==> src/rtl/otp_pkg.sv <==
package otp_pkg;

  localparam int unsigned OFS_CTRL      = 32'h000;
  localparam int unsigned OFS_CSET      = 32'h004;
  localparam int unsigned OFS_CCLR      = 32'h008;
  localparam int unsigned OFS_TIMING    = 32'h010;
  localparam int unsigned OFS_DATA_BASE = 32'h020;
  localparam int unsigned DATA_STRIDE   = 32'h010;
  localparam int unsigned NUM_DATA      = 4;
  localparam int unsigned OFS_SHADOW    = 32'h400;
  localparam int unsigned SHADOW_STRIDE = 32'h010;

  localparam logic [15:0] UNLOCK_KEY = 16'h3E77;

  typedef enum logic [1:0] {
    SQ_IDLE = 2'd0,
    SQ_PRD  = 2'd1,
    SQ_PWR  = 2'd2,
    SQ_RLD  = 2'd3
  } seq_state_e;

  // Bits that still need blowing once the current contents are known.
  function automatic logic [31:0] burn_mask(input logic [31:0] want,
                                            input logic [31:0] blown);
    return want & ~blown;
  endfunction

  // Fuse word index for a control address and a data slot.
  function automatic int unsigned fuse_index(input int unsigned sel_addr,
                                             input int unsigned slot,
                                             input bit banked);
    return banked ? (sel_addr * NUM_DATA + slot) : sel_addr;
  endfunction

  // Data register slot for a byte offset, or -1 when the offset is not a data register.
  function automatic int data_slot(input logic [31:0] ofs);
    if (ofs >= OFS_DATA_BASE && ofs < OFS_DATA_BASE + NUM_DATA * DATA_STRIDE &&
        ((ofs - OFS_DATA_BASE) % DATA_STRIDE) == 0)
      return int'((ofs - OFS_DATA_BASE) / DATA_STRIDE);
    return -1;
  endfunction

endpackage

==> src/rtl/otp_regs.sv <==
module otp_regs
  import otp_pkg::*;
#(
  parameter int ADDR_W    = 8,
  parameter int NUM_WORDS = 16,
  parameter int BANKED    = 0,
  parameter int BUS_AW    = 12
) (
  input  logic                             clk,
  input  logic                             rst_n,
  input  logic                             bus_wr,
  input  logic [BUS_AW-1:0]                bus_addr,
  input  logic [31:0]                      bus_wdata,
  input  logic [NUM_WORDS-1:0]             lock_map,
  input  logic                             busy,
  output logic [ADDR_W-1:0]                addr_q,
  output logic [15:0]                      key_q,
  output logic                             err_q,
  output logic [31:0]                      timing_q,
  output logic [NUM_DATA-1:0][31:0]        data_q,
  output logic                             prog_go,
  output logic                             reload_go,
  output logic                             lock_hit,
  output logic [NUM_DATA-1:0][31:0]        go_data
);

  localparam int ERR_BIT = ADDR_W + 1;
  localparam int RLD_BIT = ADDR_W + 2;
  localparam int SPAN    = (BANKED != 0) ? NUM_DATA : 1;
  localparam int IW      = $clog2(NUM_WORDS);

  logic [31:0] ofs;
  int          slot_w;
  logic        wr_ctrl, wr_set, wr_clr, wr_time, wr_data;
  logic        idle_ok, tgt_lock, req_prog;

  assign ofs     = 32'(bus_addr);
  assign slot_w  = data_slot(ofs);
  assign wr_ctrl = bus_wr && (ofs == OFS_CTRL);
  assign wr_set  = bus_wr && (ofs == OFS_CSET);
  assign wr_clr  = bus_wr && (ofs == OFS_CCLR);
  assign wr_time = bus_wr && (ofs == OFS_TIMING);
  assign wr_data = bus_wr && (slot_w >= 0);
  assign idle_ok = !busy && !err_q;

  // Locked or out-of-range target anywhere in the span of the request.
  always_comb begin
    tgt_lock = 1'b0;
    for (int k = 0; k < SPAN; k++) begin
      int unsigned wi;
      wi = fuse_index(32'(addr_q), k, BANKED != 0);
      if (wi >= NUM_WORDS)       tgt_lock = 1'b1;
      else if (lock_map[wi[IW-1:0]]) tgt_lock = 1'b1;
    end
  end

  assign req_prog  = wr_data && (slot_w == 0) && (key_q == UNLOCK_KEY) && idle_ok;
  assign lock_hit  = req_prog && tgt_lock;
  assign prog_go   = req_prog && !tgt_lock;
  assign reload_go = wr_set && bus_wdata[RLD_BIT] && idle_ok;

  always_comb begin
    go_data    = data_q;
    go_data[0] = bus_wdata;
  end

  always_ff @(posedge clk or negedge rst_n) begin
    if (!rst_n) begin
      addr_q   <= '0;
      key_q    <= '0;
      err_q    <= 1'b0;
      timing_q <= '0;
      data_q   <= '0;
    end else begin
      if (wr_ctrl) begin
        addr_q <= bus_wdata[ADDR_W-1:0];
        key_q  <= bus_wdata[31:16];
      end
      if (wr_set) begin
        addr_q <= addr_q | bus_wdata[ADDR_W-1:0];
        key_q  <= key_q | bus_wdata[31:16];
      end
      if (wr_clr) begin
        addr_q <= addr_q & ~bus_wdata[ADDR_W-1:0];
        key_q  <= key_q & ~bus_wdata[31:16];
        if (bus_wdata[ERR_BIT]) err_q <= 1'b0;
      end
      if (wr_time) timing_q <= bus_wdata;
      if (wr_data && idle_ok) data_q[slot_w[1:0]] <= bus_wdata;
      if (req_prog) key_q <= '0;
      if (lock_hit) err_q <= 1'b1;
    end
  end

  // every program attempt spends the key
  p_key_spent_r3: assert property (@(posedge clk) disable iff (!rst_n)
    (prog_go || lock_hit) |=> (key_q == 16'h0));

  // the error flag only falls through the clear alias
  p_err_sticky_r8: assert property (@(posedge clk) disable iff (!rst_n)
    (err_q && !(wr_clr && bus_wdata[ERR_BIT])) |=> err_q);

endmodule

==> src/rtl/otp_seq.sv <==
module otp_seq
  import otp_pkg::*;
#(
  parameter int ADDR_W    = 8,
  parameter int NUM_WORDS = 16,
  parameter int BANKED    = 0,
  parameter int IW        = $clog2(NUM_WORDS)
) (
  input  logic                          clk,
  input  logic                          rst_n,
  input  logic                          prog_go,
  input  logic                          reload_go,
  input  logic [ADDR_W-1:0]             go_addr,
  input  logic [NUM_DATA-1:0][31:0]     go_data,
  output logic                          busy,
  output logic                          reloading,
  output logic [NUM_WORDS-1:0][31:0]    shadow_q,
  output logic                          fuse_req,
  output logic                          fuse_we,
  output logic [IW-1:0]                 fuse_idx,
  output logic [31:0]                   fuse_wdata,
  input  logic                          fuse_ack,
  input  logic [31:0]                   fuse_rdata
);

  localparam logic [1:0]    LAST_SLOT = (BANKED != 0) ? 2'(NUM_DATA - 1) : 2'd0;
  localparam logic [IW-1:0] LAST_WORD = IW'(NUM_WORDS - 1);

  seq_state_e                  state_q;
  logic [1:0]                  slot_q;
  logic [IW-1:0]               base_q, rl_idx_q, cur_idx;
  logic [NUM_DATA-1:0][31:0]   data_lat;
  logic [31:0]                 burn_q, blown_q, masked;

  // Named internal events
  logic ev_rd_done, ev_skip, ev_wr_done, ev_advance, ev_last;

  assign cur_idx    = base_q + IW'(slot_q);
  assign masked     = burn_mask(data_lat[slot_q], fuse_rdata);
  assign ev_rd_done = (state_q == SQ_PRD) && fuse_ack;
  assign ev_skip    = ev_rd_done && (masked == 32'h0);
  assign ev_wr_done = (state_q == SQ_PWR) && fuse_ack;
  assign ev_advance = ev_skip || ev_wr_done;
  assign ev_last    = (slot_q == LAST_SLOT);

  always_ff @(posedge clk or negedge rst_n) begin
    if (!rst_n) begin
      state_q  <= SQ_IDLE;
      slot_q   <= '0;
      base_q   <= '0;
      rl_idx_q <= '0;
      data_lat <= '0;
      burn_q   <= '0;
      blown_q  <= '0;
      shadow_q <= '0;
    end else begin
      unique case (state_q)
        SQ_IDLE: begin
          if (prog_go) begin
            base_q   <= IW'(fuse_index(32'(go_addr), 0, BANKED != 0));
            data_lat <= go_data;
            slot_q   <= '0;
            state_q  <= SQ_PRD;
          end else if (reload_go) begin
            rl_idx_q <= '0;
            state_q  <= SQ_RLD;
          end
        end
        SQ_PRD: begin
          if (ev_rd_done) begin
            blown_q <= fuse_rdata;
            if (!ev_skip) begin
              burn_q  <= masked;
              state_q <= SQ_PWR;
            end
          end
        end
        SQ_PWR: ;
        SQ_RLD: begin
          if (fuse_ack) begin
            shadow_q[rl_idx_q] <= fuse_rdata;
            if (rl_idx_q == LAST_WORD) state_q <= SQ_IDLE;
            else                       rl_idx_q <= rl_idx_q + 1'b1;
          end
        end
        default: state_q <= SQ_IDLE;
      endcase
      if (ev_advance) begin
        if (ev_last) state_q <= SQ_IDLE;
        else begin
          slot_q  <= slot_q + 1'b1;
          state_q <= SQ_PRD;
        end
      end
    end
  end

  assign busy       = (state_q != SQ_IDLE);
  assign reloading  = (state_q == SQ_RLD);
  assign fuse_req   = busy;
  assign fuse_we    = (state_q == SQ_PWR);
  assign fuse_idx   = reloading ? rl_idx_q : cur_idx;
  assign fuse_wdata = fuse_we ? burn_q : 32'h0;

  // a program request never touches an already blown bit and is never empty
  p_no_reblow_r5: assert property (@(posedge clk) disable iff (!rst_n)
    (fuse_req && fuse_we) |-> (((fuse_wdata & blown_q) == 32'h0) && (fuse_wdata != 32'h0)));

  // the latched target is held for the whole burn
  p_hold_target_r6: assert property (@(posedge clk) disable iff (!rst_n)
    (busy && $past(busy) && !reloading) |-> $stable(base_q));

endmodule

==> src/rtl/otp_prog_ctrl.sv <==
module otp_prog_ctrl
  import otp_pkg::*;
#(
  parameter int ADDR_W    = 8,
  parameter int NUM_WORDS = 16,
  parameter int BANKED    = 0,
  parameter int BUS_AW    = 12,
  localparam int IW       = $clog2(NUM_WORDS)
) (
  input  logic                 clk,
  input  logic                 rst_n,
  input  logic                 bus_wr,
  input  logic [BUS_AW-1:0]    bus_addr,
  input  logic [31:0]          bus_wdata,
  output logic [31:0]          bus_rdata,
  input  logic [NUM_WORDS-1:0] lock_map,
  output logic                 fuse_req,
  output logic                 fuse_we,
  output logic [IW-1:0]        fuse_idx,
  output logic [31:0]          fuse_wdata,
  input  logic                 fuse_ack,
  input  logic [31:0]          fuse_rdata
);

  localparam int BUSY_BIT = ADDR_W;
  localparam int ERR_BIT  = ADDR_W + 1;
  localparam int RLD_BIT  = ADDR_W + 2;

  logic [ADDR_W-1:0]            addr_q;
  logic [15:0]                  key_q;
  logic                         err_q, busy, reloading;
  logic [31:0]                  timing_q;
  logic [NUM_DATA-1:0][31:0]    data_q, go_data;
  logic                         prog_go, reload_go, lock_hit;
  logic [NUM_WORDS-1:0][31:0]   shadow_q;

  otp_regs #(
    .ADDR_W(ADDR_W), .NUM_WORDS(NUM_WORDS), .BANKED(BANKED), .BUS_AW(BUS_AW)
  ) u_regs (
    .clk(clk), .rst_n(rst_n), .bus_wr(bus_wr), .bus_addr(bus_addr),
    .bus_wdata(bus_wdata), .lock_map(lock_map), .busy(busy),
    .addr_q(addr_q), .key_q(key_q), .err_q(err_q), .timing_q(timing_q),
    .data_q(data_q), .prog_go(prog_go), .reload_go(reload_go),
    .lock_hit(lock_hit), .go_data(go_data)
  );

  otp_seq #(
    .ADDR_W(ADDR_W), .NUM_WORDS(NUM_WORDS), .BANKED(BANKED), .IW(IW)
  ) u_seq (
    .clk(clk), .rst_n(rst_n), .prog_go(prog_go), .reload_go(reload_go),
    .go_addr(addr_q), .go_data(go_data), .busy(busy), .reloading(reloading),
    .shadow_q(shadow_q), .fuse_req(fuse_req), .fuse_we(fuse_we),
    .fuse_idx(fuse_idx), .fuse_wdata(fuse_wdata), .fuse_ack(fuse_ack),
    .fuse_rdata(fuse_rdata)
  );

  logic [31:0] ctrl_view;
  always_comb begin
    ctrl_view                 = '0;
    ctrl_view[ADDR_W-1:0]     = addr_q;
    ctrl_view[BUSY_BIT]       = busy;
    ctrl_view[ERR_BIT]        = err_q;
    ctrl_view[RLD_BIT]        = reloading;
    ctrl_view[31:16]          = key_q;
  end

  always_comb begin
    logic [31:0] ofs;
    int          slot;
    int unsigned si;
    ofs       = 32'(bus_addr);
    slot      = data_slot(ofs);
    si        = (ofs - OFS_SHADOW) / SHADOW_STRIDE;
    bus_rdata = '0;
    if (ofs == OFS_CTRL || ofs == OFS_CSET || ofs == OFS_CCLR)
      bus_rdata = ctrl_view;
    else if (ofs == OFS_TIMING)
      bus_rdata = timing_q;
    else if (slot >= 0)
      bus_rdata = data_q[slot[1:0]];
    else if (ofs >= OFS_SHADOW && ((ofs - OFS_SHADOW) % SHADOW_STRIDE) == 0 &&
             si < NUM_WORDS)
      bus_rdata = shadow_q[si[IW-1:0]];
  end

  // busy only rises on an accepted start
  p_busy_needs_go_r3: assert property (@(posedge clk) disable iff (!rst_n)
    $rose(busy) |-> $past(prog_go || reload_go));

  // a locked target leaves the array idle and raises the error flag
  p_lock_no_access_r7: assert property (@(posedge clk) disable iff (!rst_n)
    lock_hit |=> (!fuse_req && err_q));

  // an accepted reload shows both flags on the next cycle
  p_reload_flag_r9: assert property (@(posedge clk) disable iff (!rst_n)
    reload_go |=> (reloading && busy));

endmodule

==> config.mk <==
export PLATFORM = sky130hd
export DESIGN_NAME = otp_prog_ctrl
export DESIGN_NICKNAME = d
export VERILOG_FILES = /design/src/rtl/otp_pkg.sv /design/src/rtl/otp_regs.sv /design/src/rtl/otp_seq.sv /design/src/rtl/otp_prog_ctrl.sv
export SDC_FILE = /design/constraint.sdc
export NUM_CORES = 2
export LEC_CHECK = 0
export BUFFER_PORTS_ARGS = -buffer_cell sky130_fd_sc_hd__buf_4
export CORE_MARGIN = 2
export CORE_UTILIZATION = 47
export DETAILED_ROUTE_END_ITERATION = 10
export GPL_ROUTABILITY_DRIVEN = 1
export PLACE_DENSITY_LB_ADDON = 0.3
export SLEW_MARGIN = 25
export SYNTH_ARGS = -nofsm -noshare
export SYNTH_HDL_FRONTEND = slang
export SYNTH_SLANG_ARGS = --single-unit
==> constraint.sdc <==
create_clock -name clk -period 3.73 [get_ports clk]
set_input_delay 0.373 -clock clk [delete_from_list [all_inputs] [get_ports clk]]
set_output_delay 0.373 -clock clk [all_outputs]
set_load 0.05 [all_outputs]
==> metrics.txt <==
vias per inst=5.90; nets@finish=between 3000 and 4000; Worst IR Drop VDD=0.000460 V; fmax=roughly 280 MHz; Hold WS=between 20 and 30 ps; final worst-path cycle share=95.4%; initial core utilization=47.2%; Final Hold Fails=0; critical path endpoint category=register; Worst Hold End=u_regs.addr_q[4]$_DFFE_PN0P_; Core Region=between 0.08 and 0.09 mm2; R2R setup slack=approximately 170 ps; die width=between 200 and 300 um; Synth cell types=51; GRT overflow=0; Skew-Pair Late Insertion Delay=650 ps; syn_nets=3174; worst hold path class=in2reg; Critical Path Source Type=register; final slew viol count=0; top-area cell type share of the netlist area=a little over half; initial DRC count=around 2300; clock buffer depth=3; Setup TNS Final=0 ps; via count=approximately 26000; final core occ=~55%; Least-Margin Pin Slew=between 1000 and 1500 ps; register area share after synthesis=a little over half; DIE AREA=between 0.08 and 0.09 mm2; DRC=0; Setup Skew=around 18 ps; CTS tree=yes; GRT Util Overall=between 20% and 30%; Reg clk slew, reported paths=roughly 70 ps; Layout fillers=roughly 7000; post-placement cell area=0.0432 mm2; LEAKAGE=between 20 and 25 nW; WP data required=~4300 ps; Area contributors post-synth=dfrtp_1 (54%), mux2_2 (19%), mux4_2 (12%); # IOs=between 150 and 200; crit path time final=3560 ps; Setup-failing EPs final=0; FFs w/ async S/R, synth=between 90% and 100%; Yosys top cell by area=dfrtp_1; setup bufs post-CTS=0; status=finished clean; Area growth syn-to-layout=16.1%; vias in the first global route=27100; first-pass GRT wire length=~170 mm; row count=~110; reg2reg path depth=10; top-count cell post-synth=dfrtp_1; Slew headroom=32.0%; Mapped Area=about 0.040 mm2; Syn Inst Count=approximately 3100; PwrDens=about 520 mW/mm2; Num CTS Buffers=roughly 90; DP HPWL=around 75 mm; total wire length=about 110 mm; IO buf count=165; layout cells sized above 1=a little over 40%; Max Cap Violations=0; Post-synth top flop=dfrtp_1; crit path kind=reg2reg; first-pass iteration count of the detailed router=6; Routability Congestion=0.883; CP max FO=17; total clock sinks=about 870; initial antenna violation count=4; worst hold start=bus_wdata[4]; pin count of the biggest net entering global routing=around 110; hold depth=3; Syn Area/Cell=approximately 13 um2; Ys Warns=0; EDFF count, synth=0; Final Instance Area=0.0466 mm2; wire length per cell=25.2 um; WP data arrival=about 4000 ps; CTS root buffer=clkbuf_16; Routed Antenna Nets=0; RSZ-0062 raised after global routing=false; htree depth=3; Synth top cells by count=dfrtp_1 (869), mux2_2 (659), nand2_1 (609); Synth Register Bits=approximately 870; Diodes inserted=0; die span in y=296 um
==> what timing repair did <==
item,CTS,global route
hold buffers,19,0
gates resized for setup,0,0
endpoints found under the hold margin,112,0
==> power breakdown <==
| group | total (mW) | leakage (nW) | internal [mW] | switching (mW) |
|---|---|---|---|---|
| registers | 10.8 | 11.9 | 10.3 | 0.504 |
| clock network | 9.42 | 1.55 | 5.68 | 3.73 |
| logic | 4.18 | 9.67 | 1.92 | 2.26 |
| total | 24.4 | 23.1 | 17.9 | 6.49 |
==> cells in the final DEF, fill, tap and decap left out, types with 3 or more instances in the layout <==
cell           count
buf_12            28
nand2_1          593
dfrtp_1          867
mux4_2           221
nand4_1           11
inv_1             40
o21ai_0           59
and3_1             3
nand3_1           37
ha_1              14
nor2b_1           35
o21ai_2           23
nand2b_1          28
nand2_2           16
clkinv_2          18
clkbuf_16         90
clkbuf_1          14
a22oi_1            8
mux2i_1           26
clkbuf_8          25
buf_4            241
nor2_1            62
dlygate4sd3_1     19
a32oi_1            5
mux2_2           659
a211oi_2           4
nor3_1             4
bufinv_16         11
a21oi_1           60
and2_1             9
nor4_1             5
==> critical path, cell delays in order (launching register included) <==
cell and delay, ps:
dfrtp_2 670, buf_12 220, mux2_2 340, a22oi_1 260, buf_4 210, nand4_1 270
nor4_1 380, buf_4 210, nand3_1 140, a21oi_1 330, mux2_2 380
==> sequential cells by signal (all words and copies together) (netlist names), named ones only <==
signal and cells:
u_seq.burn_q 32, u_regs.err_q 1, u_seq.base_q 4, u_seq.shadow_q 512, u_seq.state_q 2, u_regs.data_q 128
u_seq.data_lat 128, u_regs.timing_q 32, u_seq.rl_idx_q 4, u_regs.addr_q 8, u_regs.key_q 16
==> cell families after synthesis <==
kind of cell | count (synthesis) | share of synthesized area (%)
AO/OA/AOI/OAI | 177 | 2.46
XOR/XNOR | 2 | 0.0437
adder cells (fa/ha/maj) | 15 | 0.487
multiplexers | 907 | 31.6
flip-flops | 869 | 54.2
AND/OR/NAND/NOR | 819 | 8.53
buffers and inverters | 274 | 2.66
==> stage by stage <==
| stage | total power, mW | setup WS, ps | std cells |
|---|---|---|---|
| global placement | 14.9 | 255 | 4246 |
| finish | 24.4 | 170 | 4427 |
| detailed placement | 15.1 | 339 | 4246 |
| floorplan | 13.4 | -14.0 | 3063 |
| CTS | 24.5 | 310 | 4427 |
| global route | 25.2 | 78.4 | 4427 |
==> routing by layer <==
metal | GRT usage (%) | vias up | part of all wire, %
li1 | - | 11100 | -
met1 | 36.0 | 14000 | 42
met2 | 41.0 | 825 | 48
met3 | 5.20 | 164 | 6.7
met4 | 7.77 | 8 | 2.8
met5 | 0 | - | 0.042
==> area by class of cell <==
| cell class | instances | area [um2] | area share, % |
|---|---|---|---|
| Clock buffer | 129 | 2650 | 5.69 |
| Clock inverter | 33 | 463 | 0.994 |
| Inverter | 41 | 154 | 0.331 |
| Multi-Input combinational cell | 1920 | 17500 | 37.6 |
| Sequential cell | 869 | 21700 | 46.7 |
| Tap cell | 1144 | 1430 | 3.07 |
| Timing Repair Buffer | 291 | 2600 | 5.59 |
==> how the worst max path moves through the flow <==
stage / endpoint / slack [ps]
floorplan: bus_rdata[27] / -10
global placement: register / 260
detailed placement: register / 340
CTS: register / 310
global route: register / 80
finish: register / 170
(Power assumes the default switching activity.)
